**src/rtl/pwm_gate_pkg.sv**
```systemverilog
// Shared types for the calibrated PWM channel gate controller.
package pwm_gate_pkg;

    // States of the chip-select pulse measurement.
    typedef enum logic [1:0] {
        CAL_IDLE = 2'd0,
        CAL_WAIT = 2'd1,
        CAL_MEAS = 2'd2
    } cal_state_e;

endpackage

```
**src/rtl/pwm_gate_cal.sv**
```systemverilog
// Calibration unit: after an arm strobe, times the next low pulse on cs_n
// in clock cycles. A width inside [CAL_MIN, CAL_MAX] produces a one-cycle
// load pulse that carries width >> CAL_SHIFT and the armed channel mask.
// Assumes cs_n is already synchronous to clk. Arm strobes are taken only
// while idle.
module pwm_gate_cal
    import pwm_gate_pkg::*;
#(
    parameter int N_CH      = 2,
    parameter int TICK_W    = 16,
    parameter int CAL_SHIFT = 2,
    parameter int CAL_MIN   = 8,
    parameter int CAL_MAX   = 40
) (
    input  logic              clk,
    input  logic              rst_n,
    input  logic [N_CH-1:0]   cal_arm,
    input  logic              cs_n,
    output logic              cal_load,
    output logic [N_CH-1:0]   cal_mask,
    output logic [TICK_W-1:0] cal_ticks
);

    localparam int MEAS_W = $clog2(CAL_MAX + 2);
    localparam logic [MEAS_W-1:0] MIN_W = MEAS_W'(CAL_MIN);
    localparam logic [MEAS_W-1:0] MAX_W = MEAS_W'(CAL_MAX);

    cal_state_e        state_q;
    logic              cs_q;
    logic              cs_fall;
    logic [MEAS_W-1:0] width_q;
    logic [N_CH-1:0]   mask_q;
    logic              load_q;
    logic [TICK_W-1:0] ticks_q;

    // Falling edge of chip-select relative to the previous sample.
    assign cs_fall = cs_q & ~cs_n;

    // Arm, wait for the falling edge, count low cycles, judge on the rising edge.
    always_ff @(posedge clk) begin
        if (!rst_n) begin
            state_q <= CAL_IDLE;
            cs_q    <= 1'b1;
            width_q <= '0;
            mask_q  <= '0;
            load_q  <= 1'b0;
            ticks_q <= '0;
        end else begin
            cs_q   <= cs_n;
            load_q <= 1'b0;
            case (state_q)
                CAL_IDLE: begin
                    if (|cal_arm) begin
                        mask_q  <= cal_arm;
                        state_q <= CAL_WAIT;
                    end
                end
                CAL_WAIT: begin
                    if (cs_fall) begin
                        width_q <= MEAS_W'(1);
                        state_q <= CAL_MEAS;
                    end
                end
                CAL_MEAS: begin
                    if (cs_n) begin
                        state_q <= CAL_IDLE;
                        if (width_q >= MIN_W && width_q <= MAX_W) begin
                            load_q  <= 1'b1;
                            ticks_q <= TICK_W'(width_q >> CAL_SHIFT);
                        end
                    end else if (width_q <= MAX_W) begin
                        width_q <= width_q + MEAS_W'(1);
                    end
                end
                default: state_q <= CAL_IDLE;
            endcase
        end
    end

    assign cal_load  = load_q;
    assign cal_mask  = mask_q;
    assign cal_ticks = ticks_q;


    cal_ticks_nonzero_chk: assert property (@(posedge clk) disable iff (!rst_n)
        cal_load |-> (cal_ticks != '0));


    cal_source_chk: assert property (@(posedge clk) disable iff (!rst_n)
        cal_load |-> ($past(state_q) == CAL_MEAS && cal_mask != '0));


    width_monotone_chk: assert property (@(posedge clk) disable iff (!rst_n)
        (state_q == CAL_MEAS && $past(state_q) == CAL_MEAS) |-> (width_q >= $past(width_q)));

endmodule

```
**src/rtl/pwm_gate_chan.sv**
```systemverilog
// One channel: tick divider, 8-bit phase counter, duty compare, turn-off
// strobe and the command merge rule. The time base is held at zero while
// PWM is disabled, so channels enabled in the same cycle start aligned.
// Assumes the tick length loaded from calibration is nonzero.
module pwm_gate_chan #(
    parameter int DUTY_W    = 8,
    parameter int TICK_W    = 16,
    parameter int DEF_TICKS = 2
) (
    input  logic              clk,
    input  logic              rst_n,
    input  logic              din,
    input  logic              dir_dis,
    input  logic              on_bit,
    input  logic              pwm_en,
    input  logic [DUTY_W-1:0] duty,
    input  logic              tick_load,
    input  logic [TICK_W-1:0] tick_val,
    output logic              cmd,
    output logic              sync_strb
);

    logic [TICK_W-1:0] per_q;
    logic [TICK_W-1:0] presc_q;
    logic [DUTY_W-1:0] phase_q;
    logic              pwm_hi;
    logic              hi_q;

    // Tick length register: default at reset, replaced by accepted calibration.
    always_ff @(posedge clk) begin
        if (!rst_n) per_q <= TICK_W'(DEF_TICKS);
        else if (tick_load) per_q <= tick_val;
    end

    // Tick divider and phase counter, cleared while PWM is disabled.
    always_ff @(posedge clk) begin
        if (!rst_n || !pwm_en) begin
            presc_q <= '0;
            phase_q <= '0;
        end else if (presc_q >= per_q - TICK_W'(1)) begin
            presc_q <= '0;
            phase_q <= phase_q + DUTY_W'(1);
        end else begin
            presc_q <= presc_q + TICK_W'(1);
        end
    end

    assign pwm_hi = pwm_en && (phase_q < duty);

    // Previous PWM level for turn-off edge detection.
    always_ff @(posedge clk) begin
        if (!rst_n) hi_q <= 1'b0;
        else        hi_q <= pwm_hi;
    end

    assign sync_strb = pwm_en & hi_q & ~pwm_hi;
    assign cmd = (din & dir_dis) | (on_bit & pwm_hi) | (on_bit & ~pwm_en);


    sync_width_chk: assert property (@(posedge clk) disable iff (!rst_n)
        sync_strb |=> !sync_strb);


    phase_step_chk: assert property (@(posedge clk) disable iff (!rst_n)
        (pwm_en && $past(pwm_en)) |->
            (phase_q == $past(phase_q) || phase_q == DUTY_W'($past(phase_q) + 1'b1)));


    period_nonzero_chk: assert property (@(posedge clk) disable iff (!rst_n)
        per_q != '0);


    on_hold_chk: assert property (@(posedge clk) disable iff (!rst_n)
        (on_bit && !pwm_en) |-> cmd);

endmodule

```
**src/rtl/pwm_gate_ctrl.sv**
```systemverilog
// Top: a shared calibration unit feeding N_CH PWM channels. An accepted
// calibration loads the measured tick length into every channel whose
// arm bit was set. Assumes cs_n is synchronous to clk.
module pwm_gate_ctrl #(
    parameter int N_CH      = 2,
    parameter int DUTY_W    = 8,
    parameter int TICK_W    = 16,
    parameter int DEF_TICKS = 2,
    parameter int CAL_SHIFT = 2,
    parameter int CAL_MIN   = 8,
    parameter int CAL_MAX   = 40
) (
    input  logic                     clk,
    input  logic                     rst_n,
    input  logic [N_CH-1:0]          din,
    input  logic [N_CH-1:0]          dir_dis,
    input  logic [N_CH-1:0]          on_bit,
    input  logic [N_CH-1:0]          pwm_en,
    input  logic [N_CH*DUTY_W-1:0]   duty,
    input  logic [N_CH-1:0]          cal_arm,
    input  logic                     cs_n,
    output logic [N_CH-1:0]          cmd,
    output logic [N_CH-1:0]          sync_strb
);

    logic              cal_load;
    logic [N_CH-1:0]   cal_mask;
    logic [TICK_W-1:0] cal_ticks;

    pwm_gate_cal #(
        .N_CH(N_CH), .TICK_W(TICK_W), .CAL_SHIFT(CAL_SHIFT),
        .CAL_MIN(CAL_MIN), .CAL_MAX(CAL_MAX)
    ) u_cal (
        .clk(clk), .rst_n(rst_n), .cal_arm(cal_arm), .cs_n(cs_n),
        .cal_load(cal_load), .cal_mask(cal_mask), .cal_ticks(cal_ticks)
    );

    for (genvar i = 0; i < N_CH; i++) begin : g_chan
        pwm_gate_chan #(
            .DUTY_W(DUTY_W), .TICK_W(TICK_W), .DEF_TICKS(DEF_TICKS)
        ) u_chan (
            .clk(clk), .rst_n(rst_n),
            .din(din[i]), .dir_dis(dir_dis[i]), .on_bit(on_bit[i]),
            .pwm_en(pwm_en[i]), .duty(duty[i*DUTY_W +: DUTY_W]),
            .tick_load(cal_load & cal_mask[i]), .tick_val(cal_ticks),
            .cmd(cmd[i]), .sync_strb(sync_strb[i])
        );
    end


    sync_needs_en_chk: assert property (@(posedge clk) disable iff (!rst_n)
        (sync_strb & ~pwm_en) == '0);

endmodule

```
**config.mk**
```make
export PLATFORM = sky130hd
export DESIGN_NAME = pwm_gate_ctrl
export DESIGN_NICKNAME = d
export VERILOG_FILES = /design/src/rtl/pwm_gate_pkg.sv /design/src/rtl/pwm_gate_cal.sv /design/src/rtl/pwm_gate_chan.sv /design/src/rtl/pwm_gate_ctrl.sv
export SDC_FILE = /design/constraint.sdc
export NUM_CORES = 1
export LEC_CHECK = 0
export BUFFER_PORTS_ARGS = -buffer_cell sky130_fd_sc_hd__buf_2
export CAP_MARGIN = 20
export CELL_PAD_IN_SITES_DETAIL_PLACEMENT = 0
export CELL_PAD_IN_SITES_GLOBAL_PLACEMENT = 2
export CORE_MARGIN = 2
export CORE_UTILIZATION = 30
export DETAILED_ROUTE_END_ITERATION = 10
export GPL_TIMING_DRIVEN = 0
export PLACE_DENSITY_LB_ADDON = 0.1
export SLEW_MARGIN = 30
export SYNTH_ARGS = -nofsm -noshare
export SYNTH_HDL_FRONTEND = slang
export SYNTH_SLANG_ARGS = --single-unit
```
**constraint.sdc**
```tcl
create_clock -name clk -period 6.4 [get_ports clk]
set_input_delay 0.32 -clock clk [delete_from_list [all_inputs] [get_ports clk]]
set_output_delay 0.32 -clock clk [all_outputs]
set_load 0.02 [all_outputs]
```
* Yosys cells after proc, flatten, opt, wreduce, memory -nomap -nowiden
Index checks and enable logic that the tools add are counted.
** Storage, ports and cells
- Bits in registers :: 74
- Input bits :: 29
** Operators by class
- Add/sub/neg operators :: 7
- Order comparisons :: 6
- Eq/ne operators :: 7
- Mux-type cells :: 9
- Bitwise gates (word level) :: 22
- Reduce and logical (&&, ||, !) cells :: 18
** Operator list (number)
- adder 16 x 1 -> 16 bit, second input constant :: 2
- greater-or-equal comparator 16 bit :: 2
- two-way mux 6 bit :: 3
- adder 8 x 1 -> 8 bit, second input constant :: 2
- less-than comparator 8 bit :: 2
- AND 1 bit :: 13
- case mux 6 bit (2 select lines) :: 1
- subtractor 4 x 1 -> 5 bit, second input constant :: 2
- AND reduction 3 bit :: 3
- adder 6 x 1 -> 6 bit, second input constant :: 1
- greater-or-equal comparator 6 x 4 -> 1 bit, second input constant :: 1
- <= comparator 6 bit, second input constant :: 1
- two-way mux 2 bit :: 3
- inequality test 2 x 1 -> 1 bit, second input constant :: 3
- case mux 2 bit (3 select lines) :: 1
- OR reduction 2 bit :: 3
- NOT 1 bit :: 5
- inequality test 2 bit, second input constant :: 2
- OR 1 bit :: 4
- AND reduction 4 bit :: 1
- logical AND 1 bit :: 3
- zero test 1 bit :: 3
- equality test 2 x 1 -> 1 bit, second input constant :: 1
- equality test 2 bit, second input constant :: 1
- other kinds (5) :: 6

* Longest topological paths before layout
- Word-level depth :: 5
- Depth in mapped cells :: 12
- Depth with buffers taken out :: 10

* Hierarchy
Synthesis repeated with hierarchy kept, for this count alone.
** Second synthesis, totals
- Cells, all modules :: 655
- Area, all modules :: 5671.7 µm²
** Modules (own cells, without submodules)
- pwm_gate_chan :: instances 2, cells each 277, area each 2412.3 µm², sequential area each 820.8 µm²
- pwm_gate_cal :: instances 1, cells each 99, area each 834.6 µm², sequential area each 320.3 µm²
- pwm_gate_ctrl :: instances 1, cells each 2, area each 12.5 µm², sequential area each 0.0 µm²

* Worst setup path after synthesis
No wires, ideal clock.
- Kind :: register -> register
- Start :: register g_chan[0].u_chan.per_q[0]
- End :: register g_chan[0].u_chan.presc_q[2]
- Library setup time :: 0.115 ns
- Arrival :: 2.369 ns
- Setup slack :: 3.917 ns
- Cell stages (with the launch flop) :: 13
- Clock period less this slack :: 2.483 ns
- Cell sequence :: dfxtp_1 inv_1 ha_1 nand2_1 ha_1 nand2_1 nor3_1 a21oi_1 o41ai_2 or2_2 clkbuf_2 buf_4 nor2_1
** On the way
- Longest elaborated chain between the ends :: 3
** Ends and longest elaborated chain
- start, declared :: line pwm_gate_chan.sv:23 : logic [TICK_W-1:0] per_q;
- start signal, assigned :: line pwm_gate_chan.sv:31 : if (!rst_n) per_q <= TICK_W'(DEF_TICKS);
- start signal, assigned :: line pwm_gate_chan.sv:32 : else if (tick_load) per_q <= tick_val;
- subtractor 4 x 1 -> 5 bit :: line pwm_gate_chan.sv:40 : end else if (presc_q >= per_q - TICK_W'(1)) begin
- greater-or-equal comparator 16 bit :: line pwm_gate_chan.sv:40
- OR reduction 2 bit (no line)
- end signal, assigned :: line pwm_gate_chan.sv:44 : presc_q <= presc_q + TICK_W'(1);
- end, declared :: line pwm_gate_chan.sv:24 : logic [TICK_W-1:0] presc_q;
No other way between the ends.
A chain may end at the register's enable or synchronous reset.

* Final worst setup path
- Start :: register g_chan[0].u_chan.per_q[0]
- End :: register g_chan[0].u_chan.presc_q[8]
The elaborated chain is that of the path after synthesis.

==> out/results.ini <==
[routing]
ant_nets=0
num_vias=3409
via_per_inst=4.68
avgRoutedWirePerCell_um=12.3
drt_iter0_markers=116
dr.pass1.iters=4
routed_wirelength_mm=8.93
drc=0

[timing]
post-route-period-util=0.500
setup_viol_count_final=0
final.min_clock_period_ns=3.20
relSlewSlack=0.560
clock_skew_ns=0.0102
tightest_slew_ns=0.653
hold_violations=0
setup_tns_ns=0
clock.fmax_mhz=313
rsz0062_at_grt=false
maxSlewViolCount=0

[worst_setup_path]
cp-start-kind=flop
arrival_ns=3.42
cp-end-kind=flop
worstPathMaxFanout=12
reg2reg_to=g_chan[0].u_chan.presc_q[8]
r2r_cells=12
rrSetupSlack_ns=3.20
reg2reg_from=g_chan[0].u_chan.per_q[0]
crit_type=reg -> reg
critPathRequiredTime_ns=6.62
cp-startpoint=g_chan[0].u_chan.per_q[0]

[layout]
drive_gt1_frac=0.115
fin_cells=728
num_antenna_cells=0
synthToLayoutAreaGrowth_pct=15.4
layout_commonest_cell=dfxtp_1
final_nets=626
final_cell_mix=74 x dfxtp_1, 63 x nor2_1, 54 x ha_1

[min_path]
min_to=u_cal.cal_mask[0]
min_from=cal_arm[0]
min_path_type=in -> reg
holdPathStages=3

[place]
gp_congestion=0.702
dp_hpwl_mm=6.64
dp.cells=712
portBuffers=29

[power_and_ir_drop]
p_leak_uw=0.00213
power-per-cell-area_nw_per_um2=211
ir_worst_vdd_v=0.000128

[synth]
ys_ff_latch=74
syn-cell-area_um2=4230
yosys_warnings=0
syn-instance-count=503
async_flop_share=0
yosysUniqueCellTypes=47
avgSynthCellArea_um2=8.42
ys_seq_area_frac=0.350
synthFlopType=dfxtp_1
synth-edff-count=0
syn_nets=586

[global_route]
grt_usage=0.133
grt_max_degree=14
grt_overflow=0
grt_pass1_vias=3359
grt_antenna_before_repair=0
grt_pass1_wl_mm=15.8

[clocking]
htreeDepth=3
clk_path_buf_depth=2
clk_pin_slew_ns=0.06
clock-sinks=74
ctsResizeCount=0
post-cts-setup-buffers=0
cts_hold_buf=0
cts_tree=yes
numCtsBuffers=9
clock_latency_ns=0.34
cts_root_buf=clkbuf_16

[floorplan]
die_area_um2=15100
io_pins=33
num_rows=43
initial_core_util=0.306
die_x_um=123
die_y_um=123
core_um2=13800

[flow_run]
max_cap_viol_count=0

[run_status]
status=finished clean

[critical path, cell delays in order (launching register included)]
cell      delay (ns)
dfxtp_1         0.32
inv_1           0.09
ha_1            0.19
nand2_1         0.30
ha_1            0.42
nand2_1         0.06
nor3_1          0.19
a21oi_1         0.12
o41ai_2         0.68
or2_2           0.23
clkbuf_2        0.21
buf_4           0.21
nor2_1          0.06
[state kept, by name (all words and copies together) (netlist names)]
name                   cells
g_chan.u_chan.hi_q         2
u_cal.cs_q                 1
u_cal.state_q              2
g_chan.u_chan.per_q        8
u_cal.width_q              6
g_chan.u_chan.presc_q     32
u_cal.cal_load             1
u_cal.cal_ticks            4
g_chan.u_chan.phase_q     16
u_cal.cal_mask             2
[cell families after synthesis]
kind of cell | synth area share
mux | 0.0166
buf+inv | 0.0485
compound gates | 0.127
simple gates | 0.224
xor+xnor | 0.0745
flops | 0.350
fa+ha+maj | 0.160
[through the flow]
| stage | hold WS, ns | total power, uW | util | cell area [um2] | setup slack [ns] |
|---|---|---|---|---|---|
| CTS | 0.246 | 1060 | 0.353 | 4880 | 3.12 |
| floorplan | 0.427 | 536 | - | 4230 | 3.92 |
| global placement | 0.447 | 563 | 0.333 | 4600 | 3.16 |
| detailed placement | 0.453 | 563 | 0.333 | 4600 | 3.16 |
| finish | 0.269 | 1030 | 0.353 | 4880 | 3.20 |
| global route | 0.273 | 1080 | 0.353 | 4880 | 2.91 |
[synthesized netlist by cell type, types with 3 or more instances]
library cell / number / area (um2)
dfxtp_1: 74 / 1480
nor2_1: 63 / 236
ha_1: 54 / 676
nand2_1: 44 / 165
a21oi_1: 36 / 180
nand3_1: 36 / 180
inv_1: 31 / 116
xor2_1: 19 / 166
xnor2_1: 17 / 149
o21ai_0: 16 / 80.1
nand4_1: 11 / 68.8
a21o_1: 9 / 67.6
and3_1: 8 / 50.1
buf_4: 7 / 52.6
clkbuf_1: 7 / 26.3
mux2i_1: 7 / 70.1
nor3_1: 7 / 35.0
or3_1: 6 / 37.5
a31oi_1: 4 / 25.0
and4_1: 4 / 35.0
nand2b_1: 4 / 25.0
or2_2: 4 / 25.0
and2_1: 3 / 18.8
[worst max-delay path by stage]
stage | endpoint | depth (start not counted)
after global routing | g_chan[0].u_chan.presc_q[6] | 12
after floorplan | g_chan[0].u_chan.presc_q[2] | 12
after detailed placement | g_chan[0].u_chan.presc_q[3] | 12
final | g_chan[0].u_chan.presc_q[8] | 12
after CTS | g_chan[0].u_chan.presc_q[8] | 12
after global placement | g_chan[0].u_chan.presc_q[2] | 12
[where the power goes]
group          internal, uW  switching (uW)
Combinational          32.3            45.4
Sequential              467            6.51
Clock                   275             206
[per-layer routing]
metal	vias to the layer above	part of all wire	GRT usage
met5	-	0	0
met4	0	0.011	0.0345
met3	8	0.031	0.0465
met2	35	0.45	0.214
met1	1537	0.51	0.168
li1	1829	-	-
[layout make-up]
type,count,area (um2)
multi-input cells,382,2550
plain buffers,16,88.8
inverters,31,116
flip-flops and latches,74,1480
fillers,1454,8940
well taps,180,225
clock inverters,5,37.5
repair buffers,29,145
clock buffers,11,243
No activity file was read; power rests on OpenSTA's default activity.
